===== config.mk =====
export PLATFORM = sky130hd
export DESIGN_NAME = ptr_addr_gen
export DESIGN_NICKNAME = d
export VERILOG_FILES = /design/src/rtl/ptr_agu_pkg.sv /design/src/rtl/agu_ctrl.sv /design/src/rtl/agu_datapath.sv /design/src/rtl/ptr_addr_gen.sv
export SDC_FILE = /design/constraint.sdc
export NUM_CORES = 1
export LEC_CHECK = 0
export ABC_AREA = 1
export BUFFER_PORTS_ARGS = -buffer_cell sky130_fd_sc_hd__buf_4
export CAP_MARGIN = 20
export CORE_MARGIN = 4
export CORE_UTILIZATION = 30
export CTS_BUF_LIST = sky130_fd_sc_hd__clkbuf_16
export DETAILED_ROUTE_END_ITERATION = 8
export GPL_TIMING_DRIVEN = 0
export PLACE_DENSITY = 0.45
export SLEW_MARGIN = 30
export SYNTH_ARGS = -nofsm -noshare
export SYNTH_HDL_FRONTEND = slang
export SYNTH_SLANG_ARGS = --single-unit

===== constraint.sdc =====
create_clock -name clk -period 3.9 [get_ports clk]
set_input_delay 0.78 -clock clk [delete_from_list [all_inputs] [get_ports clk]]
set_output_delay 0.78 -clock clk [all_outputs]
set_load 0.01 [all_outputs]

===== src/rtl/ptr_agu_pkg.sv =====
package ptr_agu_pkg;

  // Mode codes seen at the mode port; 6 and 7 are refused.
  typedef enum logic [2:0] {
    AM_DIRECT  = 3'd0,
    AM_IODIR   = 3'd1,
    AM_IND     = 3'd2,
    AM_DISP    = 3'd3,
    AM_PREDEC  = 3'd4,
    AM_POSTINC = 3'd5
  } addr_mode_e;

  // Strobes from control to datapath.
  typedef struct packed {
    logic access;     // a memory access is made
    logic useField;   // address comes from the instruction field
    logic ioOffset;   // add the I/O window base to the 6-bit field
    logic addDisp;    // add the 6-bit displacement to the pointer
    logic dec;        // pointer minus one (address and write-back)
    logic writeBack;  // update the selected pointer
    logic illegal;    // request refused
  } agu_strobe_t;

endpackage


===== src/rtl/agu_ctrl.sv =====
module agu_ctrl
  import ptr_agu_pkg::*;
#(
  parameter int NUM_PTRS = 3,
  parameter int SEL_W    = 2,
  parameter int DISP_LO  = 1   // lowest pointer index allowed as displacement base
) (
  input  logic             reqValid,
  input  logic [2:0]       mode,
  input  logic [SEL_W-1:0] ptrSel,
  output agu_strobe_t      strb
);

  logic ptrOk;
  logic dispOk;

  assign ptrOk  = int'(ptrSel) < NUM_PTRS;
  assign dispOk = ptrOk && (int'(ptrSel) >= DISP_LO);

  always_comb begin
    strb = '0;
    if (reqValid) begin
      case (mode)
        AM_DIRECT: begin
          strb.access   = 1'b1;
          strb.useField = 1'b1;
        end
        AM_IODIR: begin
          strb.access   = 1'b1;
          strb.useField = 1'b1;
          strb.ioOffset = 1'b1;
        end
        AM_IND: begin
          strb.access  = ptrOk;
          strb.illegal = !ptrOk;
        end
        AM_DISP: begin
          strb.access  = dispOk;
          strb.addDisp = dispOk;
          strb.illegal = !dispOk;
        end
        AM_PREDEC: begin
          strb.access    = ptrOk;
          strb.dec       = ptrOk;
          strb.writeBack = ptrOk;
          strb.illegal   = !ptrOk;
        end
        AM_POSTINC: begin
          strb.access    = ptrOk;
          strb.writeBack = ptrOk;
          strb.illegal   = !ptrOk;
        end
        default: strb.illegal = 1'b1;
      endcase
    end
  end

endmodule


===== src/rtl/agu_datapath.sv =====
module agu_datapath
  import ptr_agu_pkg::*;
#(
  parameter int NUM_REGS = 32,
  parameter int DATA_W   = 8,
  parameter int ADDR_W   = 16,
  parameter int IO_COUNT = 64,
  parameter int DISP_W   = 6,
  parameter int NUM_PTRS = 3,
  parameter int SEL_W    = 2
) (
  input  logic                        clk,
  input  logic                        rstN,
  input  agu_strobe_t                 strb,
  input  logic [SEL_W-1:0]            ptrSel,
  input  logic [ADDR_W-1:0]           instField,
  input  logic                        regWe,
  input  logic [$clog2(NUM_REGS)-1:0] regWaddr,
  input  logic [DATA_W-1:0]           regWdata,
  input  logic [$clog2(NUM_REGS)-1:0] regRaddr,
  output logic [DATA_W-1:0]           regRdata,
  output logic                        addrValid,
  output logic [ADDR_W-1:0]           effAddr,
  output logic                        hitReg,
  output logic                        hitIo,
  output logic                        hitSram,
  output logic                        illegal,
  output logic                        wbEn,
  output logic [ADDR_W-1:0]           wbValue
);

  localparam int REG_AW    = $clog2(NUM_REGS);
  localparam int IO_AW     = $clog2(IO_COUNT);
  localparam int PTR_BASE  = NUM_REGS - 2 * NUM_PTRS;
  localparam int SEL_SLOTS = 2 ** SEL_W;
  localparam logic [ADDR_W-1:0] IO_BASE   = ADDR_W'(NUM_REGS);
  localparam logic [ADDR_W-1:0] SRAM_BASE = ADDR_W'(NUM_REGS + IO_COUNT);

  logic [DATA_W-1:0] regFile [NUM_REGS];
  logic [ADDR_W-1:0] ptrWord [SEL_SLOTS];

  // Pointer views over the top register pairs; unused select slots read 0.
  for (genvar p = 0; p < SEL_SLOTS; p++) begin : g_ptr
    if (p < NUM_PTRS) begin : g_live
      assign ptrWord[p] = ADDR_W'({regFile[PTR_BASE + 2*p + 1], regFile[PTR_BASE + 2*p]});
    end else begin : g_none
      assign ptrWord[p] = '0;
    end
  end

  logic [ADDR_W-1:0] ptrCur;
  logic [ADDR_W-1:0] dispExt;
  logic [ADDR_W-1:0] addrNext;
  logic [ADDR_W-1:0] wbNext;
  logic [REG_AW-1:0] loIdx;
  logic [REG_AW-1:0] hiIdx;

  assign ptrCur  = ptrWord[ptrSel];
  assign dispExt = strb.addDisp ? ADDR_W'(instField[DISP_W-1:0]) : '0;
  assign wbNext  = strb.dec ? ptrCur - ADDR_W'(1) : ptrCur + ADDR_W'(1);
  assign loIdx   = REG_AW'(PTR_BASE) + REG_AW'({ptrSel, 1'b0});
  assign hiIdx   = loIdx + REG_AW'(1);

  always_comb begin
    if (strb.useField) begin
      addrNext = strb.ioOffset ? IO_BASE + ADDR_W'(instField[IO_AW-1:0]) : instField;
    end else if (strb.dec) begin
      addrNext = wbNext;
    end else begin
      addrNext = ptrCur + dispExt;
    end
  end

  logic inRegs;
  logic inIo;

  assign inRegs = addrNext < IO_BASE;
  assign inIo   = !inRegs && (addrNext < SRAM_BASE);

  // Register file: the pointer write-back is applied after the general write.
  always_ff @(posedge clk or negedge rstN) begin
    if (!rstN) begin
      for (int i = 0; i < NUM_REGS; i++) regFile[i] <= '0;
    end else begin
      if (regWe) regFile[regWaddr] <= regWdata;
      if (strb.writeBack) begin
        regFile[loIdx] <= wbNext[DATA_W-1:0];
        regFile[hiIdx] <= wbNext[2*DATA_W-1:DATA_W];
      end
    end
  end

  assign regRdata = regFile[regRaddr];

  always_ff @(posedge clk or negedge rstN) begin
    if (!rstN) begin
      addrValid <= 1'b0;
      effAddr   <= '0;
      hitReg    <= 1'b0;
      hitIo     <= 1'b0;
      hitSram   <= 1'b0;
      illegal   <= 1'b0;
      wbEn      <= 1'b0;
      wbValue   <= '0;
    end else begin
      addrValid <= strb.access;
      effAddr   <= strb.access ? addrNext : '0;
      hitReg    <= strb.access && inRegs;
      hitIo     <= strb.access && inIo;
      hitSram   <= strb.access && !inRegs && !inIo;
      illegal   <= strb.illegal;
      wbEn      <= strb.writeBack;
      wbValue   <= strb.writeBack ? wbNext : '0;
    end
  end

endmodule


===== src/rtl/ptr_addr_gen.sv =====
module ptr_addr_gen
  import ptr_agu_pkg::*;
#(
  parameter int NUM_REGS = 32,
  parameter int DATA_W   = 8,
  parameter int ADDR_W   = 16,
  parameter int IO_COUNT = 64,
  parameter int DISP_W   = 6,
  parameter int NUM_PTRS = 3,
  parameter int SEL_W    = 2
) (
  input  logic                        clk,
  input  logic                        rstN,
  input  logic                        reqValid,
  input  logic [2:0]                  mode,
  input  logic [SEL_W-1:0]            ptrSel,
  input  logic [ADDR_W-1:0]           instField,
  input  logic                        regWe,
  input  logic [$clog2(NUM_REGS)-1:0] regWaddr,
  input  logic [DATA_W-1:0]           regWdata,
  input  logic [$clog2(NUM_REGS)-1:0] regRaddr,
  output logic [DATA_W-1:0]           regRdata,
  output logic                        addrValid,
  output logic [ADDR_W-1:0]           effAddr,
  output logic                        hitReg,
  output logic                        hitIo,
  output logic                        hitSram,
  output logic                        illegal,
  output logic                        wbEn,
  output logic [ADDR_W-1:0]           wbValue
);

  agu_strobe_t strb;

  agu_ctrl #(
    .NUM_PTRS(NUM_PTRS),
    .SEL_W   (SEL_W),
    .DISP_LO (1)
  ) u_ctrl (
    .reqValid(reqValid),
    .mode    (mode),
    .ptrSel  (ptrSel),
    .strb    (strb)
  );

  agu_datapath #(
    .NUM_REGS(NUM_REGS),
    .DATA_W  (DATA_W),
    .ADDR_W  (ADDR_W),
    .IO_COUNT(IO_COUNT),
    .DISP_W  (DISP_W),
    .NUM_PTRS(NUM_PTRS),
    .SEL_W   (SEL_W)
  ) u_dp (
    .clk      (clk),
    .rstN     (rstN),
    .strb     (strb),
    .ptrSel   (ptrSel),
    .instField(instField),
    .regWe    (regWe),
    .regWaddr (regWaddr),
    .regWdata (regWdata),
    .regRaddr (regRaddr),
    .regRdata (regRdata),
    .addrValid(addrValid),
    .effAddr  (effAddr),
    .hitReg   (hitReg),
    .hitIo    (hitIo),
    .hitSram  (hitSram),
    .illegal  (illegal),
    .wbEn     (wbEn),
    .wbValue  (wbValue)
  );

endmodule


==> reports/metrics.yaml, run 1 <==
route.met3.wl_mm: 5.34
fin_skew_ns: 0.00973
status: "finished clean"
ys.flop_type: "dfrtp_1"
overflow: 0
finalSetupViolations: 0
async_reset_ff_share_pct: 100
die_area_sq_um: 56000
placed_area_sq_um: 17300
h-tree-depth: 2
detailed_place_hpwl_mm: 50.5
hold_viol_final: 0
final_nets: 2208
diodes: 0
wl_mm: 67.0
die_w_microns: 237
syn_nets: 2070
stdcell_count: 2855
synth.ff_latch_count: 294
final_util_pct: 36.2
drt_pass1_iterations: 6
slew_headroom_pct: 29.8
ys_top_cells_by_area: "dfrtp_1, o21ai_0, nand2_1"
first_global_vias: 14600
core_sq_um: 51500
drtIter0Drc: 1632
synth_cells: 2012
design_area_sq_um: 18600
drc: 0
root_buffer: "clkbuf_16"
nFillCells: 5510
endpoint_kind: "primary output"
drtAntennaViolNets: 0
irDropWorstVdd_mv: 0.250
finalMaxSlewViolations: 0
rows: 83
p_per_area_nw_per_um2: 503
vias: 15300
gp_congestion: 0.994
path_class: "in2out"
yosysTopAreaCell: "dfrtp_1"
io_pins: 89
ys_seq_area_share_pct: 46.9
cts_made_buffers: 37
cts_hold_buf: 0
yosysMostFrequentCell: "nand2_1"
grt_usage_pct: 23.4
drv_cap: 0
syn_to_final_growth_pct: 18.9
synth_edf_count: 0
start_util_pct: 30.4
drt-met1-wl_mm: 32.8
io_buffer_count: 86
routed.top_layer: "met5"
whs_ns: 0.147
arrival_ns: 3.10
cts_tree: "yes"
synthesis.area_sq_um: 15700
synth.avg_cell_area_sq_um: 7.79
power.total_uw: 9380
layout-drive-gt1-share_pct: 13.6
grt_max_degree: 85
routed_via_density: 5.37
rsz0062_at_grt: "true"
cp.required_ns: 3.12
clock_latency_ns: 0.56
synth_top_area_share_pct: 46.9
antenna_found_initial: 1
dp_cells: 2785
critPathMaxFanout: 10
met2_length_mm: 27.3
synth_cell_types: 53
clock_sinks: 294
post-route-period-util_pct: 99.5
grt_pass1_wl_mm: 98.5
yosysWarningCount: 0
tightest_slew_ns: 1.04
wl_per_cell_microns: 23.5
clkTransAtPathRegs_ns: 0.06
p_leak_uw: 0.00860
hold_class: "in2async"
die_h_microns: 237
yosys-top-cells-count: "nand2_1, o21ai_0, dfrtp_1"
clk_path_buf_depth: 3
period_needed_ns: 3.88
max_freq_ghz: 0.258
cp-start-kind: "primary input"
## logic make-up after synthesis
kind of cell / synth area share [%]
buffers and inverters: 6.69
adder cells (fa/ha/maj): 1.29
AND/OR/NAND/NOR: 22.7
flip-flops: 46.9
XOR/XNOR: 0.758
AO/OA/AOI/OAI: 21.6
## cell type report
| type | instances | area [sq um] | area share [%] |
|---|---|---|---|
| well taps | 680 | 851 | 4.56 |
| clock inverters | 26 | 139 | 0.745 |
| repair buffers | 100 | 822 | 4.41 |
| plain buffers | 129 | 582 | 3.12 |
| flip-flops and latches | 294 | 7360 | 39.5 |
| clock buffers | 38 | 951 | 5.10 |
| multi-input cells | 1456 | 7440 | 39.9 |
| inverters | 132 | 505 | 2.71 |
## critical path, stage by stage
cell and delay, ns:
clkbuf_1 0.21, inv_1 0.20, clkbuf_1 0.77, o221ai_1 0.46
a31oi_1 0.33, a32oi_1 0.13, buf_4 0.20
## sequential cells by signal (all words and copies together), names as in the netlist
name / cells
u_dp.effAddr: 16
u_dp.regFile: 208
u_dp.wbValue: 16
u_dp.ptrWord: 48
u_dp.wbEn: 1
u_dp.hitReg: 1
u_dp.illegal: 1
u_dp.addrValid: 1
u_dp.hitSram: 1
u_dp.hitIo: 1
## final timing paths
path | from | to | slack (ns) | cells past startpoint
worst min-delay path | rstN | u_dp.regFile[185] | 0.15 | 1
worst max-delay path | regRaddr[2] | regRdata[6] | 0.02 | 7
worst min register to register | u_dp.regFile[182] | u_dp.regFile[182] | 0.48 | 2
worst max register to register | u_dp.ptrWord[32] | u_dp.hitSram | 0.71 | 22
min in group clk | u_dp.regFile[182] | u_dp.regFile[182] | 0.48 | 2
max in group asynchronous | rstN | u_dp.wbValue[10] | 2.90 | 2
## what timing repair did
| item | in CTS | in global routing |
|---|---|---|
| pin swaps | 2 | 6 |
| endpoints found under the setup margin | 11 | 10 |
| resized for setup | 29 | 25 |
| buffers inserted | 0 | 6 |
## layout by cell type (no fill, tap or decap), types with 38 or more instances in the layout
cell,count
a21oi_1,77
buf_4,96
clkbuf_1,97
clkbuf_16,38
dfrtp_1,294
inv_1,127
nand2_1,434
nand3_1,69
nor2_1,230
o21ai_0,388
o221ai_1,41
## per-layer routing
metal | up-vias | global-route usage [%]
li1 | 7033 | -
met1 | 7600 | 36.9
met2 | 618 | 33.2
met3 | 86 | 4.16
met4 | 2 | 5.18
met5 | - | 0
## power by group
group	switching, uW	total (uW)	internal [uW]
registers	470	4110	3640
logic	1390	2100	716
clock network	1400	3170	1770
## per-stage QoR
step	worst slack, ns	setup TNS [ns]
3_5_place_dp	-0.767	-9.28
3_3_place_gp	-0.816	-226.35
5_1_grt	-0.0902	-0.0902
4_1_cts	0.00246	0
6_report	0.0182	0
2_1_floorplan	0.00146	0
No activity file was read; power rests on OpenSTA's default activity.
==> inputs of run 2 (changes only) <==
- PLACE_DENSITY: 0.45 -> 0.55
==> reports/metrics.yaml, run 2 (synthesis results as in run 1) <==
status: "finished clean"
overflow: 0
final_common_cell: "nand2_1"
vias: 15400
regArea_sq_um: 7360
p_clk_share_pct: 34.0
die_h_microns: 237
p_leak_uw: 0.00861
io_pins: 89
syn_to_final_growth_pct: 18.9
clock_latency_ns: 0.56
slew_headroom_pct: 28.0
hold_class: "in2async"
clk_path_buf_depth: 3
final_util_pct: 36.2
drc: 0
drtAntennaViolNets: 0
antenna_found_initial: 1
cp-start-kind: "primary input"
wl_per_cell_microns: 22.3
hold_viol_final: 0
tightest_slew_ns: 1.07
grt_usage_pct: 22.0
h-tree-depth: 2
clkTransAtPathRegs_ns: 0.06
max_freq_ghz: 0.257
drtIter0Drc: 1882
pwr-share-comb_pct: 22.1
io_buffer_count: 86
largest_reg_flops: 208
routed_via_density: 5.40
arrival_ns: 3.10
die_w_microns: 237
core_sq_um: 51500
design_area_sq_um: 18600
seq_power_share_pct: 43.9
p_per_area_nw_per_um2: 501
regMostFlops: "u_dp.regFile"
period_needed_ns: 3.88
cts_tree: "yes"
post-route-period-util_pct: 99.6
regToRegEndpoint: "u_dp.hitSram"
first_global_vias: 14600
final_nets: 2209
reg2reg_from: "u_dp.ptrWord[48]"
finalSetupViolations: 0
irDropWorstVdd_mv: 0.245
regToRegSetupSlack_ns: 0.79
grt_max_degree: 73
root_buffer: "clkbuf_16"
critPathMaxFanout: 10
grt_pass1_wl_mm: 94.2
layout-drive-gt1-share_pct: 13.5
cts_made_buffers: 35
fin_skew_ns: 0.0364
drt_pass1_iterations: 6
placed_area_sq_um: 17400
die_area_sq_um: 56000
wl_mm: 63.7
p_switching_uw: 3200
nFillCells: 5444
clock_sinks: 294
start_util_pct: 30.4
swShare_pct: 34.3
detailed_place_hpwl_mm: 47.8
drv_cap: 0
reg2reg_depth: 22
power.internal_uw: 6140
finalMaxSlewViolations: 0
rsz0062_at_grt: "true"
cts_hold_buf: 0
path_class: "in2out"
endpoint_kind: "primary output"
rows: 83
gp_congestion: 1.02
multiInputGateArea_sq_um: 7390
cp.required_ns: 3.12
final_cell_mix: "nand2_1, o21ai_0, dfrtp_1, nor2_1, inv_1"
==> run 2: changes by cell type in the layout (fill, tap and decap cells not counted), moves of 2 or more <==
cell,before,now
bufinv_16,0,2
clkbuf_1,97,94
nor3_2,8,5
clkbuf_2,15,18
clkinv_1,11,7
nor3_1,7,10
nand3_2,16,14
inv_6,1,3
nand3_1,69,71
clkinvlp_4,0,3
clkbuf_16,38,35
==> run 2: cell type report <==
class	count	area share (%)
multi-input combinational	1456	39.6
clock inverter	27	1.13
clock buffer	35	4.70
antenna	1	0.0134
inverter	132	2.72
buffer	129	3.13
sequential	294	39.4
tap	680	4.56
timing repair buffer	103	4.66
==> run 2: worst max path at each step <==
stage           startpoint           end  slack, ns  depth (start not counted)
2_1_floorplan    ptrSel[0]  u_dp.hitSram      0.001                         26
3_3_place_gp     ptrSel[0]  u_dp.hitSram      -0.76                         27
3_5_place_dp     ptrSel[0]  u_dp.hitSram      -0.75                         27
4_1_cts        regRaddr[0]   regRdata[4]      0.007                          7
5_1_grt          ptrSel[0]  u_dp.hitSram      -0.06                         27
6_report       regRaddr[1]   regRdata[1]       0.02                          9
==> run 2: repair_timing <==
| action | CTS | global route |
|---|---|---|
| pin swaps | 1 | 5 |
| endpoints found under the setup margin | 11 | 11 |
| setup buffers | 0 | 7 |
| gates resized for setup | 23 | 33 |
==> run 2: routing by layer <==
layer  vias up  global-route usage [%]  part of all wire, %  routed length, microns
met4         2                    6.69                  3.0                    1900
met5         -                       0                0.019                      12
met1      7519                    32.3                   45                   28800
met3       135                    5.08                  9.2                    5890
met2       738                    32.3                   43                   27100
li1       7041                       -                    -                       -
==> run 2: per-stage QoR <==
stage	std cells	hold WS, ns	total power, uW	setup slack, ns	setup TNS (ns)
5_1_grt	2856	0.151	9800	-0.0629	-0.0629
4_1_cts	2850	0.136	9320	0.00676	0
3_5_place_dp	2788	0.468	6120	-0.748	-7.71
6_report	2857	0.138	9340	0.0160	0
3_3_place_gp	2778	0.463	6060	-0.756	-181.99
2_1_floorplan	2012	0.448	5230	0.00146	0
==> run 2: worst max-delay path: stages <==
cell      delay, ns
buf_4          0.16
inv_1          0.11
clkbuf_1       0.40
clkbuf_2       0.38
o21ai_0        0.22
o221ai_2       0.34
nand3_1        0.15
a32oi_1        0.34
buf_4          0.20
==> run 2: power by group through the flow <==
stage / registers (uW) / clock network (uW) / logic [uW]
6_report: 4100 / 3180 / 2060
5_1_grt: 4150 / 3350 / 2300
4_1_cts: 4080 / 3230 / 2020
3_5_place_dp: 4110 / 0 / 2010
3_3_place_gp: 4110 / 0 / 1950
2_1_floorplan: 3920 / 0 / 1310
